### src/rtl/twm_pkg.sv
package twm_pkg;

    localparam int CTRL_INT   = 7;
    localparam int CTRL_ACKEN = 6;
    localparam int CTRL_START = 5;
    localparam int CTRL_STOP  = 4;
    localparam int CTRL_EN    = 2;

    localparam logic [1:0] ADR_CTRL = 2'd0;
    localparam logic [1:0] ADR_DATA = 2'd1;
    localparam logic [1:0] ADR_STAT = 2'd2;

    localparam logic [7:0] ST_START   = 8'h08;
    localparam logic [7:0] ST_RESTART = 8'h10;
    localparam logic [7:0] ST_WA_ACK  = 8'h18;
    localparam logic [7:0] ST_WA_NACK = 8'h20;
    localparam logic [7:0] ST_WD_ACK  = 8'h28;
    localparam logic [7:0] ST_WD_NACK = 8'h30;
    localparam logic [7:0] ST_RA_ACK  = 8'h40;
    localparam logic [7:0] ST_RA_NACK = 8'h48;
    localparam logic [7:0] ST_RD_ACK  = 8'h50;
    localparam logic [7:0] ST_RD_NACK = 8'h58;
    localparam logic [7:0] ST_IDLE    = 8'hF8;

    typedef enum logic [1:0] {
        EV_STOP  = 2'd0,
        EV_ADDR  = 2'd1,
        EV_WRITE = 2'd2,
        EV_READ  = 2'd3
    } ev_kind_e;

    typedef struct packed {
        logic intf;
        logic acken;
        logic start;
        logic stop;
        logic en;
    } ctrl_t;

    typedef struct packed {
        logic started;
        logic addr_done;
        logic wr_latch;
        logic rd_latch;
    } seq_t;

    function automatic logic [4:0] code5(input logic [7:0] c);
        return c[7:3];
    endfunction

    function automatic ctrl_t ctrl_unpack(input logic [7:0] v);
        ctrl_t c;
        c.intf  = v[CTRL_INT];
        c.acken = v[CTRL_ACKEN];
        c.start = v[CTRL_START];
        c.stop  = v[CTRL_STOP];
        c.en    = v[CTRL_EN];
        return c;
    endfunction

    function automatic logic [7:0] ctrl_pack(input ctrl_t c);
        logic [7:0] v;
        v = 8'h00;
        v[CTRL_INT]   = c.intf;
        v[CTRL_ACKEN] = c.acken;
        v[CTRL_START] = c.start;
        v[CTRL_STOP]  = c.stop;
        v[CTRL_EN]    = c.en;
        return v;
    endfunction

endpackage

### src/rtl/twm_delay.sv
module twm_delay #(
    parameter int CNT_W  = 4,
    parameter int CODE_W = 5
) (
    input  logic              clk,
    input  logic              rst,
    input  logic              tick,
    input  logic              load,
    input  logic [CNT_W-1:0]  load_cnt,
    input  logic [CODE_W-1:0] ack_code,
    input  logic [CODE_W-1:0] nack_code,
    input  logic              cancel,
    input  logic              ack_in,
    output logic              fire,
    output logic [CODE_W-1:0] fire_code
);

    logic              busy_q;
    logic [CNT_W-1:0]  cnt_q;
    logic [CODE_W-1:0] ackc_q;
    logic [CODE_W-1:0] nackc_q;

    assign fire      = busy_q && tick && (cnt_q == CNT_W'(1)) && !load && !cancel;
    assign fire_code = ack_in ? ackc_q : nackc_q;

    always_ff @(posedge clk) begin
        if (rst) begin
            busy_q  <= 1'b0;
            cnt_q   <= '0;
            ackc_q  <= '0;
            nackc_q <= '0;
        end else if (cancel) begin
            busy_q <= 1'b0;
        end else if (load) begin
            busy_q  <= 1'b1;
            cnt_q   <= load_cnt;
            ackc_q  <= ack_code;
            nackc_q <= nack_code;
        end else if (fire) begin
            busy_q <= 1'b0;
        end else if (busy_q && tick) begin
            cnt_q <= cnt_q - CNT_W'(1);
        end
    end

    // a pending update holds its count between ticks
    a_r10_hold_between_ticks: assert property (@(posedge clk) disable iff (rst)
        (busy_q && !tick && !load && !cancel) |=> (busy_q && $stable(cnt_q)));

    // a new request replaces whatever was pending
    a_r10_reload_replaces: assert property (@(posedge clk) disable iff (rst)
        (load && !cancel) |=> (busy_q && cnt_q == $past(load_cnt)));

endmodule

### src/rtl/twm_ack.sv
module twm_ack (
    input  logic clk,
    input  logic rst,
    input  logic clr,
    input  logic en,
    input  logic rep_valid,
    input  logic rep_bit,
    output logic ack_flag
);

    always_ff @(posedge clk) begin
        if (rst || clr) begin
            ack_flag <= 1'b0;
        end else if (en && rep_valid) begin
            ack_flag <= rep_bit;
        end
    end

endmodule

### src/rtl/twm_ctrl.sv
module twm_ctrl
    import twm_pkg::*;
#(
    parameter int START_BITS = 3,
    parameter int BYTE_BITS  = 9
) (
    input  logic       clk,
    input  logic       rst,
    input  logic       tick,
    input  logic       reg_wr,
    input  logic       reg_rd,
    input  logic [1:0] reg_addr,
    input  logic [7:0] reg_wdata,
    output logic [7:0] reg_rdata,
    output logic       irq,
    output logic       ev_valid,
    output logic [1:0] ev_kind,
    output logic [7:0] ev_byte,
    output logic       ev_flag,
    input  logic       tgt_ack_valid,
    input  logic       tgt_ack,
    input  logic       tgt_data_valid,
    input  logic [7:0] tgt_data
);

    localparam int MAX_BITS = (START_BITS > BYTE_BITS) ? START_BITS : BYTE_BITS;
    localparam int CNT_W    = $clog2(MAX_BITS + 1);

    ctrl_t      ctrl_q;
    seq_t       seq_q;
    logic [7:0] data_q;
    logic [7:0] peer_q;
    logic [4:0] code_q;
    logic [2:0] presc_q;
    logic       ev_valid_q;
    ev_kind_e   ev_kind_q;
    logic [7:0] ev_byte_q;
    logic       ev_flag_q;

    // decode of the software access
    ctrl_t wr_c;
    logic  ctrl_wr, data_wr, data_rd, stat_wr;
    logic  disable_now, active_wr, start_edge, stop_edge, int_clear, phase_go;
    logic  addr_go, wdata_go, rdata_go;

    assign wr_c        = ctrl_unpack(reg_wdata);
    assign ctrl_wr     = reg_wr && reg_addr == ADR_CTRL;
    assign data_wr     = reg_wr && reg_addr == ADR_DATA;
    assign data_rd     = reg_rd && reg_addr == ADR_DATA;
    assign stat_wr     = reg_wr && reg_addr == ADR_STAT;
    assign disable_now = ctrl_wr && ctrl_q.en && !wr_c.en;
    assign active_wr   = ctrl_wr && ctrl_q.en && wr_c.en;
    assign start_edge  = active_wr && wr_c.start && !ctrl_q.start;
    assign stop_edge   = active_wr && wr_c.stop && !ctrl_q.stop;
    assign int_clear   = active_wr && ctrl_q.intf && wr_c.intf;
    assign phase_go    = int_clear && !wr_c.start && !wr_c.stop && seq_q.started;
    assign addr_go     = phase_go && !seq_q.addr_done;
    assign wdata_go    = phase_go && seq_q.addr_done && !peer_q[0] && seq_q.wr_latch;
    assign rdata_go    = phase_go && seq_q.addr_done && peer_q[0] && seq_q.rd_latch;

    // delayed status request
    logic             dl_load;
    logic [CNT_W-1:0] dl_cnt;
    logic [4:0]       dl_ack, dl_nack;
    logic             dly_fire;
    logic [4:0]       dly_code;
    logic             ack_flag;

    assign dl_load = start_edge || addr_go || wdata_go || rdata_go;

    always_comb begin
        dl_cnt  = CNT_W'(BYTE_BITS);
        dl_ack  = code5(ST_IDLE);
        dl_nack = code5(ST_IDLE);
        if (start_edge) begin
            dl_cnt  = CNT_W'(START_BITS);
            dl_ack  = (seq_q.started && !stop_edge) ? code5(ST_RESTART) : code5(ST_START);
            dl_nack = dl_ack;
        end else if (addr_go) begin
            dl_ack  = data_q[0] ? code5(ST_RA_ACK)  : code5(ST_WA_ACK);
            dl_nack = data_q[0] ? code5(ST_RA_NACK) : code5(ST_WA_NACK);
        end else if (wdata_go) begin
            dl_ack  = code5(ST_WD_ACK);
            dl_nack = code5(ST_WD_NACK);
        end else if (rdata_go) begin
            dl_ack  = wr_c.acken ? code5(ST_RD_ACK) : code5(ST_RD_NACK);
            dl_nack = dl_ack;
        end
    end

    twm_delay #(.CNT_W(CNT_W), .CODE_W(5)) u_delay (
        .clk       (clk),
        .rst       (rst),
        .tick      (tick),
        .load      (dl_load),
        .load_cnt  (dl_cnt),
        .ack_code  (dl_ack),
        .nack_code (dl_nack),
        .cancel    (disable_now),
        .ack_in    (ack_flag),
        .fire      (dly_fire),
        .fire_code (dly_code)
    );

    twm_ack u_ack (
        .clk       (clk),
        .rst       (rst),
        .clr       (addr_go || wdata_go || disable_now),
        .en        (ctrl_q.en),
        .rep_valid (tgt_ack_valid),
        .rep_bit   (tgt_ack),
        .ack_flag  (ack_flag)
    );

    always_ff @(posedge clk) begin
        if (rst) begin
            ctrl_q     <= '0;
            seq_q      <= '0;
            data_q     <= 8'hFF;
            peer_q     <= 8'h00;
            code_q     <= code5(ST_IDLE);
            presc_q    <= 3'd0;
            ev_valid_q <= 1'b0;
            ev_kind_q  <= EV_STOP;
            ev_byte_q  <= 8'h00;
            ev_flag_q  <= 1'b0;
        end else begin
            ev_valid_q <= 1'b0;
            if (dly_fire) begin
                code_q      <= dly_code;
                ctrl_q.intf <= 1'b1;
            end
            if (tgt_data_valid && ctrl_q.en) data_q <= tgt_data;
            if (data_wr) begin
                data_q         <= reg_wdata;
                seq_q.wr_latch <= 1'b1;
            end
            if (data_rd) seq_q.rd_latch <= 1'b1;
            if (stat_wr) presc_q <= reg_wdata[2:0];
            if (ctrl_wr) begin
                if (!ctrl_q.en) begin
                    ctrl_q.en <= wr_c.en;
                end else if (!wr_c.en) begin
                    ctrl_q <= '0;
                    seq_q  <= '0;
                    data_q <= 8'hFF;
                    peer_q <= 8'h00;
                    code_q <= code5(ST_IDLE);
                end else begin
                    ctrl_q.acken <= wr_c.acken;
                    ctrl_q.start <= wr_c.start;
                    ctrl_q.stop  <= wr_c.stop;
                    if (int_clear) ctrl_q.intf <= 1'b0;
                    if (stop_edge) begin
                        if (seq_q.started) begin
                            ev_valid_q <= 1'b1;
                            ev_kind_q  <= EV_STOP;
                            ev_byte_q  <= peer_q;
                            ev_flag_q  <= 1'b0;
                        end
                        seq_q <= '0;
                    end
                    if (start_edge) begin
                        peer_q <= 8'h00;
                        seq_q  <= '{started: 1'b1, default: 1'b0};
                    end
                    if (phase_go) seq_q.wr_latch <= 1'b0;
                    if (addr_go) begin
                        peer_q          <= data_q;
                        seq_q.addr_done <= 1'b1;
                        seq_q.rd_latch  <= data_q[0];
                        ev_valid_q      <= 1'b1;
                        ev_kind_q       <= EV_ADDR;
                        ev_byte_q       <= data_q;
                        ev_flag_q       <= 1'b0;
                    end
                    if (wdata_go) begin
                        ev_valid_q <= 1'b1;
                        ev_kind_q  <= EV_WRITE;
                        ev_byte_q  <= data_q;
                        ev_flag_q  <= 1'b0;
                    end
                    if (rdata_go) begin
                        seq_q.rd_latch <= 1'b0;
                        ev_valid_q     <= 1'b1;
                        ev_kind_q      <= EV_READ;
                        ev_byte_q      <= peer_q;
                        ev_flag_q      <= wr_c.acken;
                    end
                end
            end
        end
    end

    always_comb begin
        case (reg_addr)
            ADR_CTRL: reg_rdata = ctrl_pack(ctrl_q);
            ADR_DATA: reg_rdata = data_q;
            ADR_STAT: reg_rdata = {code_q, presc_q};
            default:  reg_rdata = 8'h00;
        endcase
    end

    assign irq      = ctrl_q.intf;
    assign ev_valid = ev_valid_q;
    assign ev_kind  = ev_kind_q;
    assign ev_byte  = ev_byte_q;
    assign ev_flag  = ev_flag_q;

    // a start request wipes the stored peer address
    a_r2_start_clears_peer: assert property (@(posedge clk) disable iff (rst)
        start_edge |=> (peer_q == 8'h00));

    // an address or write event always leaves with the flag cleared
    a_r6_event_clears_ack: assert property (@(posedge clk) disable iff (rst)
        (ev_valid && (ev_kind_q == EV_ADDR || ev_kind_q == EV_WRITE)) |-> !ack_flag);

    // stop during a transfer emits STOP and goes idle
    a_r7_stop_goes_idle: assert property (@(posedge clk) disable iff (rst)
        (stop_edge && seq_q.started) |=> (ev_valid && ev_kind_q == EV_STOP && !seq_q.started));

    // disabling resets the visible state and nothing fires afterwards
    a_r8_disable_state: assert property (@(posedge clk) disable iff (rst)
        disable_now |=> (code_q == code5(ST_IDLE) && data_q == 8'hFF && !irq && !dly_fire));

    // a status write never touches the code
    a_r9_status_code_kept: assert property (@(posedge clk) disable iff (rst)
        (stat_wr && !dly_fire) |=> $stable(code_q));

    // the interrupt only rises when a delayed status lands
    a_r12_irq_from_update: assert property (@(posedge clk) disable iff (rst)
        $rose(irq) |-> $past(dly_fire));

endmodule

### config.mk
export PLATFORM = sky130hd
export DESIGN_NAME = twm_ctrl
export DESIGN_NICKNAME = d
export VERILOG_FILES = /design/src/rtl/twm_pkg.sv /design/src/rtl/twm_delay.sv /design/src/rtl/twm_ack.sv /design/src/rtl/twm_ctrl.sv
export SDC_FILE = /design/constraint.sdc
export NUM_CORES = 1
export LEC_CHECK = 0
export ABC_AREA = 1
export ABC_CLOCK_PERIOD_IN_PS = 3300
export BUFFER_PORTS_ARGS = -buffer_cell sky130_fd_sc_hd__buf_2
export CORE_UTILIZATION = 30
export DETAILED_ROUTE_END_ITERATION = 6
export HOLD_SLACK_MARGIN = 0.02
export PLACE_DENSITY = 0.48
export SLEW_MARGIN = 20
export SYNTH_ARGS = -nofsm -noshare
export SYNTH_HDL_FRONTEND = slang
export SYNTH_SLANG_ARGS = --single-unit
### constraint.sdc
create_clock -name clk -period 3.3 [get_ports clk]
set_input_delay 0.495 -clock clk [delete_from_list [all_inputs] [get_ports clk]]
set_output_delay 0.495 -clock clk [all_outputs]
set_load 0.01 [all_outputs]
# Yosys cells after proc, flatten, opt, wreduce, memory -nomap -nowiden

Cells that the tools add are included.

Bitwise gates (word level): 4
Reduce and logical (&&, ||, !) cells: 59
Muxes and demuxes: 69
Add/sub/neg operators: 1
Equal/unequal tests: 7

Operator list:

| kind                                             | count |
|---|---|
| two-way mux 8 bit                                | 13 |
| two-way mux 5 bit                                | 13 |
| two-way mux 4 bit                                | 11 |
| logical AND 1 bit                                | 29 |
| case mux 8 bit (3 select lines)                  | 1 |
| two-way mux 1 bit                                | 23 |
| two-way mux 2 bit                                | 8 |
| AND reduction 3 bit                              | 4 |
| zero test 1 bit                                  | 10 |
| nonzero test 4 bit                               | 2 |
| logical OR 1 bit                                 | 6 |
| != test 3 x 1 -> 1 bit, second input constant    | 2 |
| AND reduction 5 bit                              | 1 |
| == test 4 x 1 -> 1 bit, second input constant    | 1 |
| != test 4 x 1 -> 1 bit, second input constant    | 1 |
| inverter 1 bit                                   | 4 |
| AND reduction 2 bit                              | 2 |
| nonzero test 2 bit                               | 2 |
| OR reduction 4 bit                               | 1 |
| subtractor 4 x 1 -> 4 bit, second input constant | 1 |
| == test 2 x 1 -> 1 bit, second input constant    | 1 |
| == test 2 bit, second input constant             | 1 |
| zero test 2 bit                                  | 1 |
| != test 2 x 1 -> 1 bit, second input constant    | 1 |
| OR reduction 2 bit                               | 1 |

Output and inout port bits: 21
Word-level logic and storage cells: 162
Register bits: 61

# Logic depth before layout (Yosys ltp)

Depth after elaboration: 22
Depth in mapped cells: 12
Mapped depth without buffers: 12

# Cells and area by module

From an unflattened synthesis, not the netlist that was laid out.

Cell total of the unflattened synthesis: 459
Area total of the unflattened synthesis: 3165.5 um^2

By module, submodules not included:

| module    | instances | cells each | area each (um^2) |
|---|---|---|---|
| twm_ctrl  | 1         | 345        | 2321.0 |
| twm_delay | 1         | 106        | 795.8 |
| twm_ack   | 1         | 8          | 48.8 |

# Worst setup path after synthesis

No wires, ideal clock.

Kind: input to register
From: input port reg_addr[0]
To: register ev_byte_q[1], in the netlist ev_byte[1]
Path slack: 1.626 ns
Path buffers: 1
Cell stages on the path: 11
Setup time: 0.115 ns
Data arrival time: 1.559 ns
Cell sequence: nor2_4 -> nand2_2 -> nor2_4 -> nand4_4 -> nand2_1 -> nand2_1 -> nand2_2 -> buf_8 -> nand2_2 -> a21oi_2 -> nor2_1

Word-level cells in the longest chain between the ends: 14

RTL lines:

| what                                                                      | line                           | text |
|---|---|---|
| from (decl)                                                               | twm_ctrl.sv:12                 | `input logic [1:0] reg_addr,` |
| zero test 2 bit *                                                         | twm_ctrl.sv:47                 | `assign ctrl_wr = reg_wr && reg_addr == ADR_CTRL;` |
| logical AND 1 bit *                                                       | twm_ctrl.sv:47                 |  |
| logical AND 1 bit (2 in series)                                           | twm_ctrl.sv:52                 | `assign active_wr = ctrl_wr && ctrl_q.en && wr_c.en;` |
| logical AND 1 bit (2 in series)                                           | twm_ctrl.sv:55                 | `assign int_clear = active_wr && ctrl_q.intf && wr_c.intf;` |
| logical AND 1 bit (3 in series)                                           | twm_ctrl.sv:56                 | `assign phase_go = int_clear && !wr_c.start && !wr_c.stop && seq_q.started;` |
| logical AND 1 bit                                                         | twm_ctrl.sv:58, twm_ctrl.sv:59 |  |
| logical AND 1 bit (on tied branches) (2 in series)                        | twm_ctrl.sv:58, twm_ctrl.sv:59 |  |
| nonzero test 4 bit (no source line) or two-way mux 8 bit (tied branches)  | --                             |  |
| AND reduction 5 bit (no source line) or two-way mux 8 bit (tied branches) | --                             |  |
| to (signal assigned)                                                      | twm_ctrl.sv:158                | `ev_byte_q <= peer_q;` |
| to (signal assigned)                                                      | twm_ctrl.sv:174                | `ev_byte_q <= data_q;` |
| to (signal assigned)                                                      | twm_ctrl.sv:180                | `ev_byte_q <= data_q;` |
| to (decl)                                                                 | twm_ctrl.sv:37                 | `logic [7:0] ev_byte_q;` |

Mark *: on every way between the ends. The rest lies on a longest branch, timed or not.
A chain may end at the register's enable or synchronous reset.

# Final worst setup path

From: input port reg_addr[1]
To: output port reg_rdata[2]

Word-level cells in the longest chain between the ends: 2

RTL lines:

| what                                        | line            | text |
|---|---|---|
| == test 2 bit, or another cell as far along | twm_ctrl.sv:196 | `case (reg_addr)` |
| case mux 8 bit (3 select lines) *           | twm_ctrl.sv:196 |  |
| to (decl)                                   | twm_ctrl.sv:14  | `output logic [7:0] reg_rdata,` |

Marked as above.

==> impl_metrics.toml <==
[yosys]
synth_area_mm2 = 0.002865
syn_area_per_cell_um2 = 7.404
synth_cell_types = 37
ys_async_sr_fraction_pct = 0
ys_ff_latch = 59
syn_inst = 387
yosysSeqAreaShare_pct = 41.22
synthFlopType = "dfxtp_1"
synth_edf_count = 0
yosysWarnings = 0
syn_nets = 415

[route]
vias = 2616
wl_per_cell_um = 14.10
totalWireLength_mm = 8.022
drt_first_iter_violations = 108
drtAntennaViolNets = 0
drtPass1Iterations = 4
drc_errors = 0
via_per_inst = 4.598

[cts]
postCtsHoldBufs = 0
clock-sinks = 59
clkTransAtPathRegs_ps = 70
cts_tree = "built"
clk_latency_ps = 340
cts_max_level = 3
cts_setup_buffers = 0
post_cts_resize_count = 0
cts-root-buf = "clkbuf_8"
clk_path_buf_depth = 2
numCtsBuffers = 9

[placement]
gp_congestion = 0.8286
post_dp_cell_area_mm2 = 0.003203
portBuffers = 46
dp_hpwl_mm = 5.988

[job]
cap_viol_max_count = 0

[global_route]
antenna_found_initial = 0
grt_max_degree = 23
track_usage_pct = 17.07
grt_first_pass_wirelength_mm = 12.85
grt-ovfl-total = 0
first_global_vias = 2469

[timing]
setup_viol = 0
final_period_minus_worst_setup_slack_ps = 2061
fin_worst_skew_ps = 9.008
hold_viol = 0
maxSlewHeadroom_pct = 68.36
fmax_ghz = 0.4852
worst_hold_slack_ps = 405.3
tns_ps = 0
worst_slew_pin_slew_ps = 474.5
period_share_pct = 62.46
report.final.slew_viol_count = 0
rsz0062_at_grt = "no"

[worst_setup_path]
cpMaxStageDelayCell = "nor2_1"
crit_path_end_kind = "primary output"
worst-path-max-fanout = 7
critPathLaunchType = "input port"
crit_family = "buffers and inverters"
slowest_delay_ps = 350
r2r-start = "ctrl_q[0]"
path_buf_inv = 4
arrival_ps = 1570
cp.required_ps = 2800
critPathLaunch = "reg_addr[1]"
crit_type = "in2out"
crit_chain = "buf_2, inv_1, nor2_1, inv_1, o221ai_1, buf_2"

[die]
fp.dieW_um = 99.73
die-area_mm2 = 0.009946
rows = 35
initial_utilization_pct = 31.01
core_mm2 = 0.009240
ios = 47
die_y_um = 99.73

[cells_and_area]
utilization_pct = 37.33
n_fill_cell = 1016
fin_area_mm2 = 0.003450
nets = 463
drive_gt1_share_pct = 24.09
multiInputGateArea_mm2 = 0.001444
seq_area_mm2 = 0.001181
diodes = 0
areaGrowthSynthToFinish_pct = 20.39

[power_and_ir_drop]
powerDensity_mw_per_mm2 = 477.4
peakVddDrop_mv = 0.2497
power_mw = 1.647
p_leak_nw = 1.463

[min_path]
hold_path_startpoint = "reg_wdata[3]"
hold_class = "in2reg"

[status]
status = "finished, final reports clean"
[power breakdown]
group | internal, mW | switching, mW | total, mW | leakage, nW
Combinational | 0.0391 | 0.0700 | 0.109 | 0.863
Clock | 0.508 | 0.294 | 0.802 | 0.122
Sequential | 0.724 | 0.0125 | 0.736 | 0.478
[final cells by class]
| type | count | share of cell area (%) |
|---|---|---|
| Clock inverter | 3 | 1.959 |
| Tap cell | 129 | 4.679 |
| Sequential cell | 59 | 34.24 |
| Timing Repair Buffer | 47 | 6.892 |
| Inverter | 47 | 5.187 |
| Multi-Input combinational cell | 271 | 41.86 |
| Clock buffer | 13 | 5.187 |
[worst reg2reg max path, delay by kind of cell, from the launching register on]
kind,cells,cell delay [ps]
AO/OA/AOI/OAI,1,110
flip-flops,1,510
AND/OR/NAND/NOR,8,1220
[Yosys cell counts, types with 4 or more instances]
library cell | n | area share (%)
nand3_1 | 15 | 2.6
nor2_2 | 5 | 1.1
o21ai_1 | 15 | 2.6
o221ai_1 | 4 | 1.2
dfxtp_1 | 59 | 41
nor2_1 | 19 | 2.5
o21ai_0 | 22 | 3.8
inv_2 | 5 | 0.66
inv_1 | 41 | 5.4
clkbuf_1 | 4 | 0.52
nand2_2 | 11 | 2.4
a21oi_2 | 8 | 2.4
nand3_2 | 5 | 1.7
buf_2 | 4 | 0.70
o211ai_1 | 9 | 2.4
a21oi_1 | 36 | 6.3
nand2_1 | 98 | 13
[layer usage]
| layer | up-vias | GRT usage [%] | part of all wire (%) |
|---|---|---|---|
| met4 | 0 | 4.186 | 1.3 |
| met5 | - | 0 | 0 |
| met2 | 45 | 29.34 | 47 |
| met1 | 1181 | 20.96 | 47 |
| met3 | 11 | 4.849 | 4.4 |
| li1 | 1379 | - | - |
[cell usage in the layout (no fill, tap or decap), types with 2 or more instances in the layout]
master,count
nand2_1,98
dfxtp_1,59
buf_2,46
inv_1,41
a21oi_1,36
o21ai_0,22
nor2_1,19
nand3_1,15
o21ai_1,15
clkbuf_8,13
nand2_2,11
o211ai_1,9
a21oi_2,8
nor2_2,5
nand3_2,5
inv_2,5
o221ai_1,4
nor2_4,3
nor3_1,3
o22ai_1,2
nand4_1,2
ha_1,2
bufinv_16,2
[flip-flops by register name, indices dropped and copies added (netlist names)]
| signal | count |
|---|---|
| presc_q | 3 |
| irq | 1 |
| ev_flag | 1 |
| u_delay.cnt_q | 4 |
| u_delay.ackc_q | 3 |
| ev_valid | 1 |
| seq_q | 4 |
| ev_kind | 2 |
| u_delay.nackc_q | 5 |
| peer_q | 8 |
| u_delay.busy_q | 1 |
| u_ack.ack_flag | 1 |
| code_q | 5 |
| ev_byte | 8 |
| ctrl_q | 4 |
| data_q | 8 |
[stage by stage]
step | std cells | setup slack [ps]
2_1_floorplan | 387 | 1626
3_3_place_gp | 553 | 1091
3_5_place_dp | 553 | 1054
4_1_cts | 569 | 1212
5_1_grt | 569 | 1072
6_report | 569 | 1239
[path summary, 6_finish.rpt]
path,to,slack (ps),depth (start not counted)
worst max-delay path,reg_rdata[2],1240,6
worst min-delay path,data_q[3],410,3
worst max register to register,ev_byte[5],1360,9
worst min register to register,u_delay.nackc_q[4],440,2
[cells by family after synthesis]
kind of cell | after synthesis | synth area share [%]
and+or+nand+nor | 163 | 26.46
AOI/OAI and AO/OA | 105 | 22.75
DFF | 59 | 41.22
buffers and inverters | 57 | 8.384
adders and majority gates | 2 | 0.8732
xor gates and xnor gates | 1 | 0.3057
No activity file was read; power rests on OpenSTA's default activity.
